[src/rtl/legacy_attr_pkg.sv]
package legacy_attr_pkg;
  typedef enum logic [1:0] {
    SRC_HOST = 2'd0,
    SRC_GFX  = 2'd1,
    SRC_PCI  = 2'd2,
    SRC_HUB  = 2'd3
  } src_e;

  typedef struct packed {
    logic wr_en;
    logic rd_en;
  } attr_t;

  typedef struct packed {
    logic to_dram;
    logic not_mine;
  } verdict_t;
endpackage

[src/rtl/lar_cfg_regs.sv]
module lar_cfg_regs #(
  parameter int          NUM_REGS = 7,
  parameter int          DATA_W   = 8,
  parameter int          OFF_W    = 8,
  parameter logic [7:0]  BASE_OFF = 8'h90
) (
  input  logic                       clk,
  input  logic                       rst_n,
  input  logic                       we,
  input  logic [OFF_W-1:0]           off,
  input  logic [DATA_W-1:0]          wdata,
  output logic [DATA_W-1:0]          rdata,
  output logic [NUM_REGS*DATA_W-1:0] regs_flat
);
  localparam int NIB_W = DATA_W / 2;
  localparam logic [NIB_W-1:0]  NIB_MASK  = NIB_W'(2'b11);
  localparam logic [DATA_W-1:0] MASK_TOP  = {NIB_MASK, {NIB_W{1'b0}}};
  localparam logic [DATA_W-1:0] MASK_PAIR = {NIB_MASK, NIB_MASK};
  localparam logic [OFF_W-1:0]  LAST_OFF  = OFF_W'(BASE_OFF) + OFF_W'(NUM_REGS - 1);

  logic             hit;
  logic [OFF_W-1:0] idx;

  assign hit = (off >= OFF_W'(BASE_OFF)) && (off <= LAST_OFF);
  assign idx = off - OFF_W'(BASE_OFF);

  for (genvar r = 0; r < NUM_REGS; r++) begin : g_reg
    localparam logic [DATA_W-1:0] MASK = (r == 0) ? MASK_TOP : MASK_PAIR;
    logic [DATA_W-1:0] q;
    always_ff @(posedge clk) begin
      if (!rst_n)
        q <= '0;
      else if (we && hit && (idx == OFF_W'(r)))
        q <= wdata & MASK;
    end
    assign regs_flat[r*DATA_W +: DATA_W] = q;
  end

  always_comb begin
    rdata = '0;
    for (int r = 0; r < NUM_REGS; r++)
      if (hit && (idx == OFF_W'(r)))
        rdata = regs_flat[r*DATA_W +: DATA_W];
  end
endmodule

[src/rtl/lar_seg_decode.sv]
module lar_seg_decode
  import legacy_attr_pkg::*;
#(
  parameter int ADDR_W   = 32,
  parameter int NUM_REGS = 7,
  parameter int DATA_W   = 8
) (
  input  logic [ADDR_W-1:0]          addr,
  input  logic [NUM_REGS*DATA_W-1:0] regs_flat,
  output attr_t                      attr,
  output logic                       miss
);
  localparam int NIB_W     = DATA_W / 2;
  localparam int SEG_SHIFT = 14;           // 16 KB granule
  localparam int LOW_SEG   = 'hC0000 >> SEG_SHIFT;
  localparam int TOP_SEG   = 'hF0000 >> SEG_SHIFT;
  localparam int END_SEG   = 'h100000 >> SEG_SHIFT;
  localparam int NUM_ENT   = 2 * NUM_REGS;

  logic [ADDR_W-1:0] seg;
  logic              in_top, in_mid;
  int                ent;

  assign seg    = addr >> SEG_SHIFT;
  assign in_top = (seg >= ADDR_W'(TOP_SEG)) && (seg < ADDR_W'(END_SEG));
  assign in_mid = (seg >= ADDR_W'(LOW_SEG)) && (seg < ADDR_W'(TOP_SEG));

  always_comb begin
    ent = 1;
    if (in_mid)
      ent = int'(seg - ADDR_W'(LOW_SEG)) + 2;
    miss = !(in_top || (in_mid && ent < NUM_ENT));
    if (miss)
      ent = 1;
    attr.rd_en = regs_flat[ent*NIB_W];
    attr.wr_en = regs_flat[ent*NIB_W + 1];
  end
endmodule

[src/rtl/lar_route_stage.sv]
module lar_route_stage
  import legacy_attr_pkg::*;
(
  input  logic     clk,
  input  logic     rst_n,
  input  logic     in_valid,
  output logic     in_ready,
  input  attr_t    attr,
  input  logic     miss,
  input  logic     is_write,
  input  src_e     src,
  output logic     out_valid,
  input  logic     out_ready,
  output verdict_t verdict
);
  verdict_t next_v;
  logic     take;

  always_comb begin
    next_v.not_mine = miss;
    if (miss)
      next_v.to_dram = 1'b0;
    else if (src != SRC_HOST)
      next_v.to_dram = 1'b1;
    else
      next_v.to_dram = is_write ? attr.wr_en : attr.rd_en;
  end

  assign in_ready = !out_valid || out_ready;
  assign take     = in_valid && in_ready;

  always_ff @(posedge clk) begin
    if (!rst_n) begin
      out_valid <= 1'b0;
      verdict   <= '0;
    end else begin
      if (take) begin
        out_valid <= 1'b1;
        verdict   <= next_v;
      end else if (out_ready) begin
        out_valid <= 1'b0;
      end
    end
  end
endmodule

[src/rtl/legacy_attr_router.sv]
module legacy_attr_router
  import legacy_attr_pkg::*;
#(
  parameter int         ADDR_W   = 32,
  parameter int         NUM_REGS = 7,
  parameter int         DATA_W   = 8,
  parameter int         OFF_W    = 8,
  parameter logic [7:0] BASE_OFF = 8'h90
) (
  input  logic              clk,
  input  logic              rst_n,
  input  logic              cfg_we,
  input  logic [OFF_W-1:0]  cfg_off,
  input  logic [DATA_W-1:0] cfg_wdata,
  output logic [DATA_W-1:0] cfg_rdata,
  input  logic              req_valid,
  output logic              req_ready,
  input  logic [ADDR_W-1:0] req_addr,
  input  logic              req_write,
  input  logic [1:0]        req_src,
  output logic              rsp_valid,
  input  logic              rsp_ready,
  output logic              rsp_to_dram,
  output logic              rsp_not_mine
);
  logic [NUM_REGS*DATA_W-1:0] regs_flat;
  attr_t                      attr;
  logic                       miss;
  verdict_t                   verdict;

  lar_cfg_regs #(
    .NUM_REGS(NUM_REGS), .DATA_W(DATA_W), .OFF_W(OFF_W), .BASE_OFF(BASE_OFF)
  ) regs_i (
    .clk(clk), .rst_n(rst_n), .we(cfg_we), .off(cfg_off),
    .wdata(cfg_wdata), .rdata(cfg_rdata), .regs_flat(regs_flat)
  );

  lar_seg_decode #(
    .ADDR_W(ADDR_W), .NUM_REGS(NUM_REGS), .DATA_W(DATA_W)
  ) dec_i (
    .addr(req_addr), .regs_flat(regs_flat), .attr(attr), .miss(miss)
  );

  lar_route_stage stage_i (
    .clk(clk), .rst_n(rst_n), .in_valid(req_valid), .in_ready(req_ready),
    .attr(attr), .miss(miss), .is_write(req_write), .src(src_e'(req_src)),
    .out_valid(rsp_valid), .out_ready(rsp_ready), .verdict(verdict)
  );

  assign rsp_to_dram  = verdict.to_dram;
  assign rsp_not_mine = verdict.not_mine;
endmodule

[config.mk]
export PLATFORM = sky130hd
export DESIGN_NAME = legacy_attr_router
export DESIGN_NICKNAME = d
export VERILOG_FILES = /design/src/rtl/legacy_attr_pkg.sv /design/src/rtl/lar_cfg_regs.sv /design/src/rtl/lar_seg_decode.sv /design/src/rtl/lar_route_stage.sv /design/src/rtl/legacy_attr_router.sv
export SDC_FILE = /design/constraint.sdc
export NUM_CORES = 1
export LEC_CHECK = 0
export ABC_AREA = 1
export ABC_CLOCK_PERIOD_IN_PS = 4500
export BUFFER_PORTS_ARGS = -buffer_cell sky130_fd_sc_hd__buf_2
export CAP_MARGIN = 20
export CORE_MARGIN = 1.5
export CORE_UTILIZATION = 55
export DETAILED_ROUTE_END_ITERATION = 16
export GPL_TIMING_DRIVEN = 0
export HOLD_SLACK_MARGIN = 0.02
export PLACE_DENSITY = 0.82
export SYNTH_ARGS = -nofsm -noshare
export SYNTH_HDL_FRONTEND = slang
export SYNTH_SLANG_ARGS = --single-unit
[constraint.sdc]
create_clock -name clk -period 4.5 [get_ports clk]
set_clock_uncertainty 0.15 [all_clocks]
set_input_delay 1.35 -clock clk [delete_from_list [all_inputs] [get_ports clk]]
set_output_delay 1.35 -clock clk [all_outputs]
set_load 0.05 [all_outputs]
== Word-level counts from Yosys, hierarchy flattened ==
Cells that the tools add are included.

* Add/subtract/negate cells: 4
* Magnitude comparators: 9
* Equality and inequality tests: 6
* Mux-type cells: 20
* Reductions and logical operators: 27

{| class="wikitable"
|+ Operator list
! operator !! count
|-
| 32-bit by 8-bit < comparator with 1-bit output (second input constant) || 2
|-
| 6-bit two-way mux || 7
|-
| 18-bit by 6-bit >= comparator with 1-bit output (second input constant) || 2
|-
| 32-bit by 2-bit adder with 32-bit output (second input constant) || 1
|-
| 32-bit by 3-bit adder with 32-bit output (second input constant) || 1
|-
| 32-bit by 5-bit < comparator with 1-bit output (second input constant) || 1
|-
| 32-bit two-way mux || 1
|-
| 30-bit two-way mux || 1
|-
| 8-bit by 3-bit equality test with 1-bit output (second input constant) || 3
|-
| 1-bit logical AND || 20
|-
| 18-bit by 6-bit subtractor with 19-bit output (second input constant) || 1
|-
| 18-bit by 6-bit < comparator with 1-bit output (second input constant) || 1
|-
| 18-bit by 7-bit < comparator with 1-bit output (second input constant) || 1
|-
| 8-bit by 2-bit equality test with 1-bit output (second input constant) || 2
|-
| 1-bit two-way mux || 9
|-
| 8-bit by 1-bit equality test with 1-bit output (second input constant) || 1
|-
| 8-bit >= comparator (second input constant) || 1
|-
| 8-bit less-or-equal comparator (second input constant) || 1
|-
| 8-bit zero test || 1
|-
| 8-bit subtractor (second input constant) || 1
|-
| 1-bit binary-select mux with 6-bit select || 1
|-
| 1-bit binary-select mux with 4-bit select || 1
|-
| 2-bit nonzero test || 2
|-
| 1-bit zero test || 2
|-
| 1-bit logical OR || 2
|}

* Bits in registers: 29
* Input port bits: 56
* Output and inout port bits: 12
* Logic and storage cells: 76

== Longest topological paths before layout ==
Gate-level depths: netlist of the first run.

* Depth in word-level cells: 14
* Gate-level depth with buffers: 26
* Mapped depth without buffers: 25

== By module ==
Synthesis of the first run repeated with hierarchy kept, for this count alone.

* Cell total of the unflattened synthesis: 529
* Area, all modules: 3059.2 sq um

{| class="wikitable"
|+ By module, submodules not included
! module !! instances !! cells an instance !! area an instance (sq um)
|-
| lar_cfg_regs || 1 || 218 || 1515.2
|-
| lar_seg_decode || 1 || 292 || 1388.8
|-
| lar_route_stage || 1 || 19 || 155.1
|}

== Least setup slack after synthesis of the first run ==
No wires, ideal clock.

* Path kind: in2out
* Start: input port cfg_off[5]
* End: output port cfg_rdata[0]
* Data arrival time: 3.024 ns
* Data required time: 3.000 ns
* Slack: -0.024 ns
* Stages on the path: 9
* Buffers on the path: 0
* Cells stage by stage: nor2_1 -> nand3_1 -> nor2_1 -> inv_1 -> nor2_1 -> inv_1 -> o22ai_1 -> a211oi_1 -> o211ai_1

* Longest elaborated chain between the ends: 9

{| class="wikitable"
|+ Ends and longest elaborated chain
! item !! line !! RTL
|-
| start, declared || legacy_attr_router.sv:13 || <nowiki>input logic [OFF_W-1:0] cfg_off,</nowiki>
|-
| 8-bit subtractor, or another cell as far along || lar_cfg_regs.sv:25 || <nowiki>assign idx = off - OFF_W'(BASE_OFF);</nowiki>
|-
| 8-bit by 1-bit equality test with 1-bit output / 1-bit logical AND (equally long branches) || lar_cfg_regs.sv:42, lar_cfg_regs.sv:24 ||
|-
| 1-bit logical AND || lar_cfg_regs.sv:42 || <nowiki>if (hit && (idx == OFF_W'(r)))</nowiki>
|-
| 6-bit two-way mux (5 in series) || lar_cfg_regs.sv:42 ||
|-
| 6-bit two-way mux * || lar_cfg_regs.sv:42 ||
|-
| end, declared || legacy_attr_router.sv:15 || <nowiki>output logic [DATA_W-1:0] cfg_rdata,</nowiki>
|}

Every way passes the cells marked *; elsewhere a longest branch is shown, timed or not.

== Worst setup path in the final report of the first run ==
* Start: input port cfg_off[5]
* End: output port cfg_rdata[1]

Same word-level chain as after synthesis.

==> summary.txt, run 1 <==
Yosys
  • Yosys warning count: 0
  • Synth Area per Inst: 5.45 um^2
  • Asr flop ratio synth: 0%
  • Number of synthesized flops with an enable pin: 0
  • Sequential element share of the synthesized area: 19.7%
  • Post-synthesis cell count: 541
  • Yosys top cell area share: 23.2%
  • Leading area contributor after synthesis: nand2_1
  • Primary FF master, synth: dfxtp_1
  • Register bit total from synthesis: 29
  • Synth top area cells: nand2_1 23%, dfxtp_1 20%, inv_1 10%, nand3_1 7.5%, nor2_1 7.1%
  • Mapped cell area: 2950 um^2
  • Distinct cell type count after synthesis: 39

Worst setup path
  • CP Data Required Time: 3.00 ns
  • Crit-path max FO: 9
  • Worst Setup SP: cfg_off[5]
  • Most frequent CP cell: buf_2
  • CP Cell Sequence: buf_2 > nor2_1 > nand3_2 > buf_4 > nor3_2 > nand2_1 > o2111ai_1 > buf_2
  • Critical path capture point type: output pin
  • WS Path Type: in2out
  • R2R Path End: stage_i.verdict[1]
  • Cell depth of the worst flop-to-flop path: 12
  • Startpoint types: primary input
  • Crit path DAT: 2.95 ns
  • Slowest stage delay, CP: 0.49 ns
  • CP delay by family, top: simple AND/OR/NAND/NOR gates
  • Worst Path Buf+Inv: 3
  • Reg2reg start: regs_i.g_reg[2].q[0]
  • Reg2Reg Setup Slack: 3.09 ns
  • CP max-delay cell: nor3_2

Final layout
  • Share of layout cells above drive strength 1: 14.7%
  • Core Util, Final: 65.9%
  • Fin nets: 656
  • Antenna diodes: 0
  • Area growth syn-to-layout: 14.9%
  • Fillers: 533

Die
  • Initial core utilization: 57.4%
  • Die Y: 76.2 um
  • Die ar.: 5810 um^2
  • IO Pins: 68
  • Placeable Area: 5140 um^2
  • Core Rows: 26
  • Die W: 76.2 um

Global route
  • First-pass GRT wire length: 13400 um
  • Initial antenna violation count: 0
  • Total track usage: 28.3%
  • Largest net degree at the start of global routing: 11
  • Number of global-route vias before repair: 3239
  • Global route total overflow: 0

STA
  • Final period util: 99.0%
  • Final setup violation count: 0
  • Final Hold Fails: 0
  • Fin crit period: 4.45 ns
  • Worst-margin pin slew: 0.641 ns
  • Max-slew violations: 0
  • Fmax achieved: 225 MHz
  • Rel. slew slack: 57.0%
  • Post-route setup slack: 0.0464 ns

Status
  • Run status: finished clean

Hold path
  • Hold Path Origin: regs_i.g_reg[4].q[0]
  • Hold/Removal Path Class: reg2reg
  • Hold path cells: 2
  • Hold Path Sink: regs_i.g_reg[4].q[0]

Clocking
  • Root Buffer: clkbuf_8
  • Sinks on the clock net: 29
  • Reg clk slew, reported paths: 0.07 ns
  • H-tree Lvls: 2
  • Maximum buffer depth of the clock tree: 2
  • Skew-Pair Late Insertion Delay: 0.29 ns
  • CTS Buf Count: 5
  • TritonCTS clock tree: yes

Power and ir drop
  • Leakage: 1.63 nW
  • Worst vdd ir: 162 uV
  • Cell area power density: 182 nW/um^2

Route
  • DRC: 0
  • WL per Instance: 12.4 um
  • Post-route antenna net violation count: 0
  • 1st-iter DRT viols: 197
  • Via count: 3571
  • Vias/cell: 5.35
  • First-pass DRT Iterations: 5
  • Final wirelength: 8250 um

Placed design
  • IO buf count: 44
  • DP HPWL: 6520 um
  • GPL Wtd Cong: 0.990
  • Place WS: -0.109 ns

Job
  • Max_cap viols: 0
sequential cells by signal (all words and copies together) (netlist names):
| register | cells |
|---|---|
| stage_i.verdict | 2 |
| regs_i.g.q | 26 |
| stage_i.out_valid | 1 |
synthesized netlist by cell type, types with 2 or more instances:
| library cell | instances |
|---|---|
| o21ai_1 | 4 |
| o2111ai_1 | 3 |
| nand3_1 | 44 |
| nor3_1 | 9 |
| xor2_1 | 3 |
| o21ai_0 | 27 |
| nor2_4 | 4 |
| nor2_1 | 56 |
| ha_1 | 4 |
| nand4_1 | 15 |
| buf_4 | 5 |
| inv_1 | 79 |
| nand2_1 | 182 |
| nand3_2 | 2 |
| inv_2 | 2 |
| nand2_4 | 2 |
| clkbuf_1 | 3 |
| nor2_2 | 5 |
| a21oi_1 | 39 |
| o22ai_1 | 2 |
| nand2_2 | 5 |
| dfxtp_1 | 29 |
worst register-to-register path, delay by kind of cell, from the launching register on:
family,cells,cell delay (ns)
AO/OA/AOI/OAI,1,0.05
buffers and inverters,1,0.11
flip-flops,1,0.30
AND/OR/NAND/NOR,10,0.69
metrics by stage:
| stage | hold slack (ns) | setup TNS [ns] | instances | power (W) | instance area, um^2 |
|---|---|---|---|---|---|
| 3_3_place_gp | 0.304 | -0.0436 | 658 | 0.000397 | 3270 |
| 6_report | 0.327 | 0 | 667 | 0.000616 | 3390 |
| 4_1_cts | 0.324 | 0 | 666 | 0.000613 | 3360 |
| 2_1_floorplan | 0.287 | 0 | 544 | 0.000353 | 2960 |
| 5_1_grt | 0.344 | -0.0311 | 667 | 0.000642 | 3390 |
| 3_5_place_dp | 0.316 | -0.360 | 658 | 0.000401 | 3270 |
final cells by class:
class / instances / area (um^2) / share of cell area [%]
clock buffers: 5 / 68.8 / 2.03
repair buffers: 45 / 233 / 6.87
well taps: 70 / 87.6 / 2.59
inverters: 83 / 317 / 9.35
flip-flops and latches: 29 / 581 / 17.1
plain buffers: 9 / 63.8 / 1.88
clock inverters: 3 / 17.5 / 0.517
multi-input cells: 423 / 2020 / 59.6
metal layers:
layer / vias to the layer above / track usage [%] / wire length (um)
li1: 1838 / - / -
met2: 142 / 51.8 / 4030
met4: 0 / 16.3 / 352
met5: - / 0 / 0
met3: 30 / 4.67 / 550
met1: 1561 / 30.6 / 3320
what timing repair did:
item | 4_1_cts | 5_1_grt
pin swaps | 0 | 1
resized for setup | 1 | 7
hold buffers | 0 | 0
endpoints found under the setup margin | 4 | 4
buffers inserted | 0 | 1
worst max path at each step:
stage | end | slack, ns | cells past startpoint
5_1_grt | cfg_rdata[4] | -0.03 | 8
4_1_cts | cfg_rdata[0] | 0.03 | 11
2_1_floorplan | cfg_rdata[0] | 0.03 | 9
3_5_place_dp | cfg_rdata[5] | -0.11 | 7
3_3_place_gp | cfg_rdata[5] | -0.03 | 7
6_report | cfg_rdata[1] | 0.05 | 8
logic make-up after synthesis:
kind of cell / after synthesis / share of synthesized area (%)
AO/OA/AOI/OAI: 83 / 15.4
XOR/XNOR: 3 / 0.892
adder cells (fa/ha/maj): 4 / 1.70
buffers and inverters: 92 / 12.9
flip-flops: 29 / 19.7
other: 1 / 0.127
AND/OR/NAND/NOR: 329 / 49.3
cell usage in the layout, fill, tap and decap left out, types with 2 or more instances in the layout:
master,n
o2111ai_1,3
buf_2,42
inv_2,2
nand4_1,15
conb_1,4
nor2_2,6
nor2_4,5
clkbuf_1,3
o22ai_1,2
dfxtp_1,29
a21oi_1,39
o21ai_0,27
o21ai_1,4
xor2_1,3
nor3_1,8
nand2_1,182
clkinv_2,2
nand3_2,3
clkbuf_8,5
ha_1,4
nand3_1,43
buf_4,8
nand2_4,2
nand2_2,5
nor2_1,54
nor3_2,2
inv_1,79
where the power goes:
group	switching, W	total (W)	internal, W
combinational	0.0000973	0.000139	0.0000421
sequential	0.000000769	0.000259	0.000258
clock	0.000111	0.000218	0.000106
No activity file was read; power rests on OpenSTA's default activity.
==> run 2, diff against run 1 <==
--- a/config.mk
+++ b/config.mk
@@ -9,7 +9,7 @@
 export ABC_CLOCK_PERIOD_IN_PS = 4500
 export BUFFER_PORTS_ARGS = -buffer_cell sky130_fd_sc_hd__buf_2
 export CAP_MARGIN = 20
-export CORE_MARGIN = 1.5
+export CORE_MARGIN = 3
 export CORE_UTILIZATION = 55
 export DETAILED_ROUTE_END_ITERATION = 16
 export GPL_TIMING_DRIVEN = 0
==> run 2 against run 1 <==
  * Sequential share of layout area hardly changed
  * Global-route usage down 1.2 points
  * Via count is 0.11% lower
  * Wire length is 0.93% lower
  * Clock power hardly changed
  * Critical path type unchanged
==> summary.txt, run 2 (same netlist as run 1, synthesis figures left out) <==
Status
  • Run status: finished clean

STA
  • Fin Setup TNS: 0 ns
  • Rel. slew slack: 57.4%
  • Post-route setup slack: 0.150 ns
  • Fmax achieved: 230 MHz
  • Final period util: 96.7%
  • Final setup violation count: 0
  • Final hold slack: 0.322 ns
  • Fin crit period: 4.35 ns
  • Max-slew violations: 0
  • Final Hold Fails: 0
  • RSZ-0062 raised after global routing: no
  • Worst-margin pin slew: 0.634 ns

Clocking
  • Reg clk slew, reported paths: 0.07 ns
  • Hold-fix buffers, CTS: 0
  • CTS Buf Count: 5
  • Postcts setup bufs: 0
  • Sinks on the clock net: 29
  • TritonCTS clock tree: yes
  • Skew-Pair Late Insertion Delay: 0.29 ns
  • Root Buffer: clkbuf_8
  • Maximum buffer depth of the clock tree: 2
  • H-tree Lvls: 2

Global route
  • Total track usage: 27.1%
  • Global route total overflow: 0
  • Number of global-route vias before repair: 3231
  • Initial antenna violation count: 0
  • Largest net degree at the start of global routing: 11
  • First-pass GRT wire length: 13700 um

Final layout
  • Commonest non-fill, non-tap cell in the layout: nand2_1
  • Antenna diodes: 0
  • Fin nets: 655
  • Largest Register: regs_i.g.q
  • Max reg flops: 26
  • Share of layout cells above drive strength 1: 14.6%
  • Area growth syn-to-layout: 14.7%
  • Biggest regs: regs_i.g.q: 26 flops, stage_i.verdict: 2 flops, stage_i.out_valid: 1 flops
  • Core Util, Final: 65.8%
  • Fillers: 555
  • Most frequent cells in the layout: 182 x nand2_1, 79 x inv_1, 54 x nor2_1

Route
  • Via count: 3567
  • Final wirelength: 8180 um
  • Vias/cell: 5.36
  • 1st-iter DRT viols: 207
  • Post-route antenna net violation count: 0
  • DRC: 0
  • First-pass DRT Iterations: 5
  • WL per Instance: 12.3 um

Die
  • Die ar.: 6270 um^2
  • Core Rows: 26
  • Initial core utilization: 57.4%
  • Die Y: 79.2 um
  • IO Pins: 68
  • Die W: 79.2 um
  • Placeable Area: 5140 um^2

Power and ir drop
  • Leakage: 1.62 nW
  • Worst vdd ir: 220 uV
  • Tot Pwr: 0.000614 W
  • Cell area power density: 182 nW/um^2

Worst setup path
  • CP Data Required Time: 3.00 ns
  • Cell depth of the worst flop-to-flop path: 10
  • R2R Path End: stage_i.verdict[1]
  • Critical path capture point type: output pin
  • Reg2Reg Setup Slack: 3.11 ns
  • Startpoint types: primary input
  • Crit-path max FO: 5
  • Reg2reg start: regs_i.g_reg[1].q[1]
  • Crit path DAT: 2.85 ns
  • WS Path Type: in2out

Placed design
  • IO buf count: 44
  • DP HPWL: 6570 um
  • GPL Wtd Cong: 0.961
  • Place WS: -0.0508 ns

Job
  • Max_cap viols: 0

Hold path
  • Hold/Removal Path Class: reg2reg
  • Hold Path Origin: regs_i.g_reg[4].q[0]
  • Hold Path Sink: regs_i.g_reg[4].q[0]
  • Hold path cells: 2
-- run 2: final cells by class --
type / count / area (um^2) / area share, %
clock inverter: 3 / 17.5 / 0.518
buffer: 9 / 63.8 / 1.89
tap: 70 / 87.6 / 2.59
multi-input combinational: 423 / 2020 / 59.7
timing repair buffer: 44 / 228 / 6.74
inverter: 83 / 317 / 9.36
sequential: 29 / 581 / 17.2
clock buffer: 5 / 68.8 / 2.04
-- run 2: critical path, stage by stage --
cell and delay, ns:
buf_2 0.10, nor2_1 0.12, nand3_2 0.14, nor2_1 0.12
inv_1 0.12, nor2_4 0.14, inv_1 0.08, o22ai_1 0.18
a211oi_1 0.09, o211ai_1 0.20, buf_4 0.22
-- run 2: how the worst max path moves through the flow --
stage	endpoint	startpoint	slack, ns
floorplan	cfg_rdata[0]	cfg_off[5]	0.03
global placement	cfg_rdata[4]	cfg_off[5]	0.005
detailed placement	cfg_rdata[1]	cfg_off[5]	-0.05
CTS	cfg_rdata[0]	cfg_off[5]	0.04
global route	cfg_rdata[0]	cfg_off[5]	0.007
finish	cfg_rdata[0]	cfg_off[5]	0.15
-- run 2: timing repair --
item	in CTS	in global routing
pin swaps	0	0
endpoints found under the setup margin	4	4
gates resized for setup	1	9
-- run 2: routing by layer --
layer / GRT usage [%] / vias to the layer above / part of all wire [%]
met5: 0 / - / 0
li1: - / 1843 / -
met1: 28.7 / 1574 / 41
met2: 50.4 / 120 / 50
met4: 13.7 / 0 / 4.0
met3: 5.10 / 30 / 5.0
-- run 2: report_power, final --
| part | internal [W] | switching, W |
|---|---|---|
| Sequential | 0.000258 | 0.000000746 |
| Combinational | 0.0000418 | 0.0000962 |
| Clock | 0.000106 | 0.000111 |
| Total | 0.000407 | 0.000208 |
-- run 2: per-stage QoR --
step | cells | cell area, um^2
after CTS | 666 | 3360
after global placement | 658 | 3270
after floorplan | 544 | 2960
after global routing | 666 | 3380
after detailed placement | 658 | 3270
final | 666 | 3380
==> run 3, diff against run 2 <==
--- a/config.mk
+++ b/config.mk
@@ -10,11 +10,11 @@
 export BUFFER_PORTS_ARGS = -buffer_cell sky130_fd_sc_hd__buf_2
 export CAP_MARGIN = 20
 export CORE_MARGIN = 3
-export CORE_UTILIZATION = 55
+export CORE_UTILIZATION = 40
 export DETAILED_ROUTE_END_ITERATION = 16
 export GPL_TIMING_DRIVEN = 0
 export HOLD_SLACK_MARGIN = 0.02
-export PLACE_DENSITY = 0.82
+export PLACE_DENSITY = 0.63
 export SYNTH_ARGS = -nofsm -noshare
 export SYNTH_HDL_FRONTEND = slang
 export SYNTH_SLANG_ARGS = --single-unit
==> run 3 against run 2 <==
  * Sequential power barely moved
  * Cell count rose by 3.9%
  * First-iteration DRC count rose by 10%
  * Critical path type unchanged
==> summary.txt, run 3 (same netlist as run 1, synthesis figures left out) <==
Final layout
  • Most frequent cells in the layout: 182 x nand2_1, 79 x inv_1, 53 x nor2_1
  • Commonest non-fill, non-tap cell in the layout: nand2_1
  • Biggest regs: regs_i.g.q: 26 flops, stage_i.verdict: 2 flops, stage_i.out_valid: 1 flops
  • Largest Register: regs_i.g.q
  • Area growth syn-to-layout: 16.8%
  • Antenna diodes: 0
  • Fin nets: 655
  • Max reg flops: 26
  • Fin area: 3440 um^2
  • Share of layout cells above drive strength 1: 14.6%

Worst setup path
  • Reg2reg start: regs_i.g_reg[1].q[0]
  • Slowest stage delay, CP: 0.24 ns
  • CP Cell Sequence: buf_2 > nor2_1 > nand3_2 > nor2_1 > inv_1 > nor2_2 > inv_1 > o221ai_1 > a22oi_1 > o2111ai_1 > buf_4
  • Worst Setup SP: cfg_off[5]
  • Critical path capture point type: output pin
  • CP Data Required Time: 3.00 ns
  • Crit path DAT: 2.87 ns
  • CP max-delay cell: buf_4
  • Crit-path max FO: 5
  • WS Path Type: in2out
  • Startpoint types: primary input

Hold path
  • Hold/Removal Path Class: reg2reg
  • Hold Path Origin: regs_i.g_reg[0].q[5]

Power and ir drop
  • Tot Pwr: 0.000681 W
  • Power share of the clock group: 41.4%
  • Cell area power density: 198 nW/um^2
  • Int Pwr: 0.000481 W
  • Flop pwr share: 38.1%
  • Net Sw Frac: 29.4%
  • Combinational fraction of design power: 20.5%
  • Leakage: 1.64 nW
  • Net Sw Power: 0.000200 W
  • Worst vdd ir: 134 uV

Die
  • Die Y: 91.8 um
  • Placeable Area: 6980 um^2
  • Initial core utilization: 42.2%
  • Core Rows: 30
  • Die ar.: 8440 um^2
  • Die W: 91.8 um
  • IO Pins: 68

STA
  • Worst-margin pin slew: 0.578 ns
  • Post-route setup slack: 0.130 ns
  • Fin Setup TNS: 0 ns
  • Final hold slack: 0.321 ns
  • Fmax achieved: 229 MHz
  • Final period util: 97.1%
  • RSZ-0062 raised after global routing: yes
  • Final setup violation count: 0
  • Fin crit period: 4.37 ns
  • Rel. slew slack: 61.2%
  • Max-slew violations: 0
  • Final Hold Fails: 0

Route
  • Final wirelength: 8580 um
  • First-pass DRT Iterations: 5
  • Vias/cell: 4.98
  • 1st-iter DRT viols: 228
  • Post-route antenna net violation count: 0
  • DRC: 0
  • WL per Instance: 12.4 um
  • Via count: 3447

Placed design
  • GPL Wtd Cong: 0.908
  • Place WS: -0.109 ns
  • IO buf count: 44
  • Placed instance area: 3300 um^2
  • DP HPWL: 6850 um

Clocking
  • Maximum buffer depth of the clock tree: 2
  • Root Buffer: clkbuf_8
  • Reg clk slew, reported paths: 0.06 ns
  • Postcts setup bufs: 0
  • Skew-Pair Late Insertion Delay: 0.28 ns
  • TritonCTS clock tree: yes
  • CTS Buf Count: 5
  • Hold-fix buffers, CTS: 0
  • H-tree Lvls: 2
  • Sinks on the clock net: 29

Job
  • Max_cap viols: 0

Global route
  • First-pass GRT wire length: 14300 um
  • Largest net degree at the start of global routing: 11
  • Number of global-route vias before repair: 3031
  • Total track usage: 20.6%
  • Global route total overflow: 0
  • Initial antenna violation count: 0

Status
  • Run status: finished clean
==> run 3: area by class of cell <==
class	count	area, um^2
fill	785	3540
clock inverter	1	30.0
buffer	9	63.8
multi-input combinational	423	2020
inverter	83	317
clock buffer	7	86.3
sequential	29	581
timing repair buffer	44	225
tap	96	120
==> run 3: layer usage <==
metal / track usage [%] / up-vias / part of all wire, %
met5: 0 / - / 0
met4: 3.34 / 0 / 0.28
met3: 2.95 / 5 / 4.3
met2: 30.7 / 85 / 42
met1: 31.7 / 1518 / 54
li1: - / 1839 / -
==> run 3: per-stage QoR <==
stage,util [%],instances
2_1_floorplan,-,544
3_3_place_gp,47.3,684
3_5_place_dp,47.3,684
4_1_cts,49.0,692
5_1_grt,49.3,692
6_report,49.3,692
==> run 3: power groups by stage <==
stage,Combinational [W],Clock (W),Sequential (W)
finish,0.000140,0.000282,0.000259
global route,0.000157,0.000300,0.000259
CTS,0.000138,0.000282,0.000259
detailed placement,0.000137,0,0.000265
global placement,0.000135,0,0.000265
floorplan,0.0000834,0,0.000270
==> run 3: final timing paths <==
check                    endpoint  slack, ns  cells after the start
max                  cfg_rdata[5]       0.13                     11
min          regs_i.g_reg[0].q[5]       0.32                      2
max reg2reg    stage_i.verdict[1]       3.10                     12
min reg2reg  regs_i.g_reg[0].q[5]       0.32                      2
==> run 3: critical path, delay by kind of cell <==
family / cells / cell delay [ns]
AND/OR/NAND/NOR: 4 / 0.51
buffers and inverters: 4 / 0.53
AO/OA/AOI/OAI: 3 / 0.50
==> run 3: timing repair <==
action	4_1_cts	5_1_grt
cloned	0	0
setup endpoints to repair	4	5
gates resized for setup	1	8
